==> src/rtl/qst_pkg.sv <==
// Package: shared widths, register word indices and the control layout
// for the quad snapshot timer. Assumes a 32-bit data bus and word addressing.
package qst_pkg;
    localparam int NT    = 4;      // number of timers
    localparam int CW    = 16;     // counter width
    localparam int DW    = 32;     // bus data width
    localparam int AW    = 6;      // byte address width
    localparam int IW    = AW - 2; // word index width
    localparam int SEL_W = 2;      // rate select width
    localparam int TI_W  = $clog2(NT);

    localparam logic [IW-1:0] IDX_CTRL  = 4'd0;
    localparam logic [IW-1:0] IDX_LMODE = 4'd1;
    localparam logic [IW-1:0] IDX_STAT  = 4'd2;
    localparam logic [IW-1:0] IDX_C12   = 4'd3;
    localparam logic [IW-1:0] IDX_C3    = 4'd4;
    localparam logic [IW-1:0] IDX_C4    = 4'd5;
    localparam logic [IW-1:0] IDX_RLD0  = 4'd6;
    localparam logic [IW-1:0] IDX_CLR0  = 4'd10;

    typedef struct packed {
        logic [SEL_W-1:0] rate;
        logic [NT-1:0]    ien;
        logic [NT-1:0]    run;
    } ctrl_t;

    localparam int CTRL_W = $bits(ctrl_t);
endpackage

==> src/rtl/qst_prescaler.sv <==
// Prescaler: divides the incoming clock-enable by 2**sel with a free-running
// phase counter and emits a one-cycle tick. Assumes ref_en is a single-cycle
// strobe; the tick is combinational so counters step on the same edge.
module qst_prescaler #(
    parameter int SEL_W = 2
) (
    input  logic             clk,
    input  logic             rst_n,
    input  logic             ref_en,
    input  logic [SEL_W-1:0] sel,
    output logic             tick
);
    localparam int PW = (1 << SEL_W) - 1;

    logic [PW-1:0] phase;
    logic [PW-1:0] mask;

    // Advance the phase on every reference pulse.
    always_ff @(posedge clk) begin
        if (!rst_n) phase <= '0;
        else if (ref_en) phase <= phase + 1'b1;
    end

    // Mask keeps the low sel bits of the phase.
    always_comb mask = ~({PW{1'b1}} << sel);

    assign tick = ref_en && ((phase & mask) == '0);


    divided_tick_spacing_chk: assert property (@(posedge clk) disable iff (!rst_n)
        (sel != '0 && tick) |=> (!tick || sel != $past(sel)));
endmodule

==> src/rtl/qst_channel.sv <==
// One timer channel: a down-counter with reload register and a pending flag.
// Assumes tick is one cycle wide; a reload write outranks a tick, and a flag
// set outranks a clear in the same cycle.
module qst_channel #(
    parameter int CW = 16
) (
    input  logic          clk,
    input  logic          rst_n,
    input  logic          tick,
    input  logic          run,
    input  logic          ien,
    input  logic          load,
    input  logic [CW-1:0] load_val,
    input  logic          clr,
    output logic [CW-1:0] count,
    output logic [CW-1:0] reload,
    output logic          flag
);
    logic wrap;

    assign wrap = tick && run && (count == '0);

    // Store the reload value written by software.
    always_ff @(posedge clk) begin
        if (!rst_n) reload <= '0;
        else if (load) reload <= load_val;
    end

    // Count down on ticks, reload at zero, load on reload writes.
    always_ff @(posedge clk) begin
        if (!rst_n) count <= '0;
        else if (load) count <= load_val;
        else if (tick && run) count <= wrap ? reload : count - 1'b1;
    end

    // Pending flag: set by an enabled wrap, cleared by software, set wins.
    always_ff @(posedge clk) begin
        if (!rst_n) flag <= 1'b0;
        else flag <= (wrap && ien) || (flag && !clr);
    end


    wrap_reload_chk: assert property (@(posedge clk) disable iff (!rst_n)
        (wrap && !load) |=> count == $past(reload));

    stopped_hold_chk: assert property (@(posedge clk) disable iff (!rst_n)
        (!run && !load) |=> $stable(count));

    masked_no_flag_chk: assert property (@(posedge clk) disable iff (!rst_n)
        !ien |=> !$rose(flag));

    set_beats_clear_chk: assert property (@(posedge clk) disable iff (!rst_n)
        (wrap && ien && clr) |=> flag);
endmodule

==> src/rtl/quad_snap_timer.sv <==
// Top: register decode, four timer channels, count capture and read mux.
// Assumes word-aligned accesses (addr[1:0] == 0) and single-cycle strobes;
// read data is registered and valid the cycle after rd_en.
module quad_snap_timer
    import qst_pkg::*;
(
    input  logic          clk,
    input  logic          rst_n,
    input  logic          ref_en,
    input  logic          wr_en,
    input  logic          rd_en,
    input  logic [AW-1:0] addr,
    input  logic [DW-1:0] wdata,
    output logic [DW-1:0] rdata,
    output logic          irq
);
    logic [IW-1:0] idx;
    logic          aligned, wr_ok, rd_ok;
    ctrl_t         ctrl;
    logic [DW-1:0] lmode_reg;
    logic          lmode;
    logic          tick;
    logic [NT-1:0] flags, load, clr, cap;
    logic [CW-1:0] cnt    [NT];
    logic [CW-1:0] rld    [NT];
    logic [CW-1:0] snap   [NT];
    logic [CW-1:0] shown  [NT];
    logic [DW-1:0] rd_next;
    logic          rd12, rd3, rd4;
    logic [IW-1:0] rel_rld;

    assign idx     = addr[AW-1:2];
    assign aligned = (addr[1:0] == 2'b00);
    assign wr_ok   = wr_en && aligned;
    assign rd_ok   = rd_en && aligned;
    assign lmode   = lmode_reg[0];
    assign rd12    = rd_ok && (idx == IDX_C12);
    assign rd3     = rd_ok && (idx == IDX_C3);
    assign rd4     = rd_ok && (idx == IDX_C4);
    assign rel_rld = idx - IDX_RLD0;

    // Control word: run bits, interrupt enables, rate select.
    always_ff @(posedge clk) begin
        if (!rst_n) ctrl <= '0;
        else if (wr_ok && idx == IDX_CTRL) ctrl <= ctrl_t'(wdata[CTRL_W-1:0]);
    end

    // Capture-mode word, bit 0 active, remaining bits plain storage.
    always_ff @(posedge clk) begin
        if (!rst_n) lmode_reg <= '0;
        else if (wr_ok && idx == IDX_LMODE) lmode_reg <= wdata;
    end

    qst_prescaler #(.SEL_W(SEL_W)) u_pre (
        .clk   (clk),
        .rst_n (rst_n),
        .ref_en(ref_en),
        .sel   (ctrl.rate),
        .tick  (tick)
    );

    // Capture strobes: 1/2 word always samples its pair; 3 and 4 depend on mode.
    always_comb begin
        cap[0] = rd12;
        cap[1] = rd12;
        cap[2] = lmode ? rd12 : rd3;
        cap[3] = lmode ? rd12 : rd4;
    end

    for (genvar g = 0; g < NT; g++) begin : g_ch
        assign load[g] = wr_ok && (idx == IW'(IDX_RLD0 + g));
        assign clr[g]  = (wr_ok && idx == IDX_STAT && !wdata[g])
                      || (wr_ok && idx == IW'(IDX_CLR0 + g));

        qst_channel #(.CW(CW)) u_ch (
            .clk     (clk),
            .rst_n   (rst_n),
            .tick    (tick),
            .run     (ctrl.run[g]),
            .ien     (ctrl.ien[g]),
            .load    (load[g]),
            .load_val(wdata[CW-1:0]),
            .clr     (clr[g]),
            .count   (cnt[g]),
            .reload  (rld[g]),
            .flag    (flags[g])
        );

        // Hold the sampled count for later reads.
        always_ff @(posedge clk) begin
            if (!rst_n) snap[g] <= '0;
            else if (cap[g]) snap[g] <= cnt[g];
        end

        // A capturing read shows the live count, otherwise the held one.
        assign shown[g] = cap[g] ? cnt[g] : snap[g];
    end

    assign irq = |flags;

    // Read multiplexer for the word addressed this cycle.
    always_comb begin
        rd_next = '0;
        if (idx == IDX_CTRL)       rd_next = DW'(ctrl);
        else if (idx == IDX_LMODE) rd_next = lmode_reg;
        else if (idx == IDX_STAT)  rd_next = DW'(flags);
        else if (idx == IDX_C12)   rd_next = {shown[1], shown[0]};
        else if (idx == IDX_C3)    rd_next = DW'(shown[2]);
        else if (idx == IDX_C4)    rd_next = DW'(shown[3]);
        else if (idx >= IDX_RLD0 && idx < IW'(IDX_RLD0 + NT))
            rd_next = DW'(rld[rel_rld[TI_W-1:0]]);
    end

    // Register read data on each read strobe.
    always_ff @(posedge clk) begin
        if (!rst_n) rdata <= '0;
        else if (rd_ok) rdata <= rd_next;
    end


    live_read_t3_chk: assert property (@(posedge clk) disable iff (!rst_n)
        (!lmode && rd3) |=> rdata == DW'($past(cnt[2])));

    frozen_read_t3_chk: assert property (@(posedge clk) disable iff (!rst_n)
        (lmode && rd3) |=> rdata == DW'($past(snap[2])));

    frozen_hold_t4_chk: assert property (@(posedge clk) disable iff (!rst_n)
        (lmode && !rd12) |=> $stable(snap[3]));

    irq_tracks_flags_chk: assert property (@(posedge clk) disable iff (!rst_n)
        $rose(irq) |-> $past(ctrl.ien != '0));
endmodule

==> config.mk <==
export PLATFORM = sky130hd
export DESIGN_NAME = quad_snap_timer
export DESIGN_NICKNAME = d
export VERILOG_FILES = /design/src/rtl/qst_pkg.sv /design/src/rtl/qst_prescaler.sv /design/src/rtl/qst_channel.sv /design/src/rtl/quad_snap_timer.sv
export SDC_FILE = /design/constraint.sdc
export NUM_CORES = 1
export LEC_CHECK = 0
export ABC_CLOCK_PERIOD_IN_PS = 4100
export BUFFER_PORTS_ARGS = -buffer_cell sky130_fd_sc_hd__buf_2
export CORE_MARGIN = 2
export CORE_UTILIZATION = 61
export CTS_CLUSTER_DIAMETER = 40
export CTS_CLUSTER_SIZE = 8
export DETAILED_ROUTE_END_ITERATION = 10
export PLACE_DENSITY = 0.92
export SLEW_MARGIN = 20
export SYNTH_ARGS = -nofsm -noshare
export SYNTH_HDL_FRONTEND = slang
export SYNTH_SLANG_ARGS = --single-unit
==> constraint.sdc <==
create_clock -name clk -period 4.1 [get_ports clk]
set_input_delay 0.615 -clock clk [delete_from_list [all_inputs] [get_ports clk]]
set_output_delay 0.615 -clock clk [all_outputs]
set_load 0.05 [all_outputs]
Yosys cells after proc, flatten, opt, wreduce, memory -nomap -nowiden
Memory sizes are Yosys's and may differ from the RTL's. Index checks and enable logic that the tools add are counted.

Register bits after elaboration: 209. Bits in latches: 0. RAM bits: 64. ROM bits: 0. Input port bits: 43. Word-level logic and storage cells: 157. Memories: 1.

Memories: snap (depth 4, bits a word 16, rd ports 4, clocked after memory_dff 0, wr ports 4, line quad_snap_timer.sv:26) `logic [CW-1:0] snap [NT];`.

Add/subtract/negate cells: 6. Multipliers: 0. Div/mod/pow operators: 0. $lt $le $gt $ge: 3. Eq/ne operators: 13. Shift operators: 1. Multiplexer cells: 42. Bitwise operators: 7. Reductions and logical operators: 66.

Operators by type and width (number): $mux W16 (25); $mux W32 (4); $logic_not A16 Y1 (4); $sub A16 B1 Y16 const B (4); $logic_and A1 B1 Y1 (38); $bmux W16 S2 (1); $eq A4 B4 Y1 const B (6); $eq A4 B3 Y1 const B (4); $mux W1 (12); $eq A4 B2 Y1 const B (2); $logic_not A1 Y1 (8); $logic_or A1 B1 Y1 (8); $reduce_bool A2 Y1 (4); $eq A4 B1 Y1 const B (1); $ge A4 B3 Y1 const B (1); $logic_not A4 Y1 (1); $lt A4 B4 Y1 const B (1); $or A1 B1 Y1 (4); $reduce_or A4 Y1 (1); $add A3 B1 Y3 const B (1); $and A3 B3 Y3 (1); $ge A3 B3 Y1 const B (1); $logic_not A3 Y1 (1); $not A2 Y3 (1); 4 further kinds (4).

Depth between registers and ports, before layout
Word-level depth: 12. Depth in mapped cells: 10. Mapped depth without buffers: 8.

Cells and area by module
Synthesis repeated with hierarchy kept, for this count alone.

Cell total of the unflattened synthesis: 1446. Area total of the unflattened synthesis: 13148.9 µm².

By module, submodules not included: qst_channel (times used 4, cells each 192, area each 1700.4 µm², seq. area each 660.6 µm²); quad_snap_timer (times used 1, cells each 663, area each 6194.7 µm², seq. area each 2622.5 µm²); qst_prescaler (times used 1, cells each 15, area each 152.6 µm², seq. area each 60.1 µm²).

Worst setup path before layout
OpenSTA, ideal clock, no wires.

Path kind: input to register. Start point: input port addr[1]. End point: memory snap[2][0], enable pin. Arrival time: 2.851 ns. Required time: 3.689 ns. Path slack: 0.838 ns. Stages: 5. Buffers on the path: 3. Path through: or3b_1 clkbuf_1 clkbuf_1 clkbuf_1 o21ai_0.

RTL lines: from (decl) (line quad_snap_timer.sv:12) `input logic [AW-1:0] addr,`; to (decl) (line quad_snap_timer.sv:26).

Worst setup path in the final report
Start point: input port addr[2]. End point: register rdata[4].

Word-level cells in the longest chain between the ends: 12. Elaborated cells between the ends (all ways): 29. Classes of those cells: add/sub (1); order compare (2); eq/ne (5); mux (15); bitwise (1); reduce/logical (5).

Ends and longest elaborated chain: $sub A2 B2 Y2 (line quad_snap_timer.sv:40) `assign rel_rld = idx - IDX_RLD0;`; $not A2 Y3 (not written as such) (line quad_snap_timer.sv:111) `rd_next = DW'(rld[rel_rld[TI_W-1:0]]);`; $bmux W16 S2 (line quad_snap_timer.sv:111); $mux W16 (not written as such) (2 in a row) (line quad_snap_timer.sv:111); $mux W16 (line quad_snap_timer.sv:110) `else if (idx >= IDX_RLD0 && idx < IW'(IDX_RLD0 + NT))`; $mux W16 (line quad_snap_timer.sv:109) `else if (idx == IDX_C4) rd_next = DW'(shown[3]);`; $mux W16 (line quad_snap_timer.sv:108) `else if (idx == IDX_C3) rd_next = DW'(shown[2]);`; $mux W32 (line quad_snap_timer.sv:107) `else if (idx == IDX_C12) rd_next = {shown[1], shown[0]};`; $mux W32 (line quad_snap_timer.sv:106) `else if (idx == IDX_STAT) rd_next = DW'(flags);`; $mux W32 (line quad_snap_timer.sv:105) `else if (idx == IDX_LMODE) rd_next = lmode_reg;`; $mux W32 (*) (line quad_snap_timer.sv:104) `if (idx == IDX_CTRL) rd_next = DW'(ctrl);`; to (signal assigned) (line quad_snap_timer.sv:117) `else if (rd_ok) rdata <= rd_next;`; to (decl) (line quad_snap_timer.sv:14) `output logic [DW-1:0] rdata,`.

Every way passes the cells marked *; elsewhere a longest branch is shown, timed or not. The select of a mux whose other input is x is not followed. A chain may end at the register's enable or synchronous reset.

==> results.txt <==
Number of H-tree levels: 2
Drt wl/cell: 24.9 um
Vias in the first global route: 12000
Critical-path top delay cell: nor2_1
# clock sinks: 255
CTS tree: yes
Initial antenna violation count: 0
Largest net degree at the start of global routing: 73
Crit path largest cell delay: 0.77 ns
Setup violations, final: 0
Resize count post-CTS: 0
Area Growth Syn to Fin: 14.0%
Cell family with most CP delay: simple AND/OR/NAND/NOR gates
Crit-path max FO: 32
Gr ovfl total: 0
Clock network fraction of total power: 51.5%
Area contributors post-synth: dfxtp_1 (32%), edfxtp_1 (11%), nand2_1 (8.6%)
CP Capture Type: flop
Util after Layout: 70.8%
Sw Pwr: 1590 uW
Fmax: 366 MHz
Vias: 13200
Worst-margin pin slew: 1.06 ns
Post-Route WL: 47100 um
EDFF count, synth: 46
Gr usage total: 41.4%
Clock transition at the registers of the reported paths: 0.05 ns
Synthesized Nets: 1610
WP data arrival: 3.18 ns
Critical path, cell by cell: buf_2 -> nand4bb_1 -> nor2_1 -> a221oi_1 -> o211ai_1 -> a221oi_1 -> o31ai_1
Total CTS buffers: 43
Area leader, netlist: dfxtp_1
Most used cell, CP: a221oi_1
# DRC: 0
Cell with the most instances after synthesis: nand2_1
Metal2 WL: 20600 um
Largest registers in the final layout: g_ch.u_ch.count: 64 flops, g_ch.u_ch.reload: 64 flops, snap: 46 flops
Critical path class: primary input to flop
Peak VDD IR: 0.363 mV
Internal power: 4800 uW
Worst r2r dst: g_ch[0].u_ch.count[8]
Ys async rst share: 0%
Fraction of layout instances using a drive strength above 1: 13.4%
Levels on crit path: 7
DR pass1 iterations: 7
Static leakage: 0.00534 uW
IO buf count: 75
Worst skew pair latency: 0.54 ns
Fin crit period: 2.73 ns
Vias per cell: 6.99
Clk Tree Root Cell: clkbuf_16
CP required: 4.55 ns
Synthesized cell area: 0.0130 mm2
First-pass GRT wire length: 70500 um
R2R cell count: 8
Reg area: 0.00557 mm2
RSZ-0062 raised after global routing: no
WL met1: 16900 um
Final period util: 66.7%
CTS max path bufs: 3
Die W: 150 um
Post-CTS Setup Inserts: 0
Synth warn: 0
Yosys top cell area share: 32.1%
Hold Path Class: primary input to flop
Top sig layer: met4
Hold Fails Final Rpt: 0
Slew headroom: 28.8%
DRT iter0 DRCs: 1563
Maxcap violations: 0
Mapped Cells: 1558
Register area share after synthesis: 42.7%
Critical path endpoint: rdata[4]
Combinational power share: 7.5%
Reg-to-reg slack, setup: 1.37 ns
RR Startpoint: g_ch[0].u_ch.count[1]
Skew final: 0.0274 ns
Hold_buf cts: 0
Detail Placement HPWL: 33000 um
Final #Nets: 1643
Die Ht: 150 um
Start point of the critical path: addr[2]
Met3 WL: 6460 um
Die area: 0.0225 mm2
Register bit total from synthesis: 255
Yosys cell types: 78
Power consumption: 6390 uW
Antenna-violating nets left: 0
Multi-input gate area: 0.00691 mm2
Synth top cells by count: nand2_1 (300), dfxtp_1 (209), a21oi_1 (177), clkbuf_1 (93), nor2_1 (92)
Starting density of the core: 62.1%
Core Rows: 53
Buf+Inv Stages, Crit Path: 1
Slew Viols, Final: 0
# fillers: 1567
Crit start category: primary input
Switching share of power: 24.9%
Post-Syn Area per Cell: 8.36 um2
Commonest register cell after synthesis: dfxtp_1
Setup TNS Final: 0 ns
PwrDens: 431 mW/mm2
Reg power frac: 41.0%
Number of I/O pins: 76
Placer Congestion: 1.05
Core area: 0.0210 mm2
Status: complete, no violations
metrics by stage:
stage	std cells	worst slack [ns]	cell area (um2)	hold WS (ns)
floorplan	1558	0.838	13000	0.436
global placement	1821	0.955	13500	0.442
detailed placement	1821	0.934	13500	0.446
CTS	1892	1.45	14800	0.313
global route	1892	1.21	14800	0.322
finish	1893	1.37	14800	0.315
final cells by class:
cell class	instances	area share, %
Clock inverter	13	0.742
Inverter	19	0.498
Timing Repair Buffer	109	4.33
Tap cell	275	2.32
Clock buffer	58	7.98
Multi-Input combinational cell	1163	46.6
Sequential cell	255	37.5
Antenna cell	1	0.0169
worst min-delay path, delay by kind of cell:
kind,cells,cell delay [ns]
buffers and inverters,1,0.10
AOI/OAI and AO/OA,1,0.05
and+or+nand+nor,1,0.04
routing by layer:
metal  vias to the layer above  GRT usage [%]
met5                         -              0
met4                         0           24.1
met3                       199           10.6
met2                      1020           62.9
met1                      6222           53.5
li1                       5800              -
worst min path at each step:
stage                              from            end  depth (start not counted)
final                         wdata[16]  lmode_reg[16]                          3
after global routing          wdata[28]  lmode_reg[28]                          3
after CTS                     wdata[17]  lmode_reg[17]                          3
after detailed placement  lmode_reg[26]  lmode_reg[26]                          2
after global placement    lmode_reg[23]  lmode_reg[23]                          2
after floorplan            lmode_reg[2]   lmode_reg[2]                          2
power groups by stage:
stage | combinational (uW) | clock (uW) | sequential (uW)
2_1_floorplan | 281 | 0 | 2690
3_3_place_gp | 454 | 0 | 2660
3_5_place_dp | 461 | 0 | 2670
4_1_cts | 465 | 3270 | 2620
5_1_grt | 505 | 3390 | 2620
6_report | 481 | 3290 | 2620
logic make-up (layout without fill, tap and decap cells):
| logic type | after synthesis | in the layout | synth area share (%) |
|---|---|---|---|
| buffers and inverters | 140 | 199 | 4.32 |
| AO/OA/AOI/OAI | 458 | 458 | 22.7 |
| other | 0 | 1 | 0 |
| XOR/XNOR | 4 | 4 | 0.269 |
| AND/OR/NAND/NOR | 633 | 633 | 22.8 |
| flip-flops | 255 | 255 | 42.7 |
| adder cells (fa/ha/maj) | 9 | 9 | 0.865 |
| multiplexers | 59 | 59 | 6.20 |
placed cells by master (no fill, tap or decap), types with 18 or more instances in the layout:
cell / count
o21ai_0: 50
nand2_1: 300
clkbuf_16: 44
a21oi_1: 177
dfxtp_1: 209
mux2i_1: 33
buf_4: 33
and2_1: 40
or3_1: 19
a31oi_1: 33
edfxtp_1: 46
nor3_1: 64
nor2_1: 90
a221oi_1: 32
o211ai_1: 27
inv_1: 18
buf_2: 75
nand3_1: 41
(Power assumes the default switching activity.)
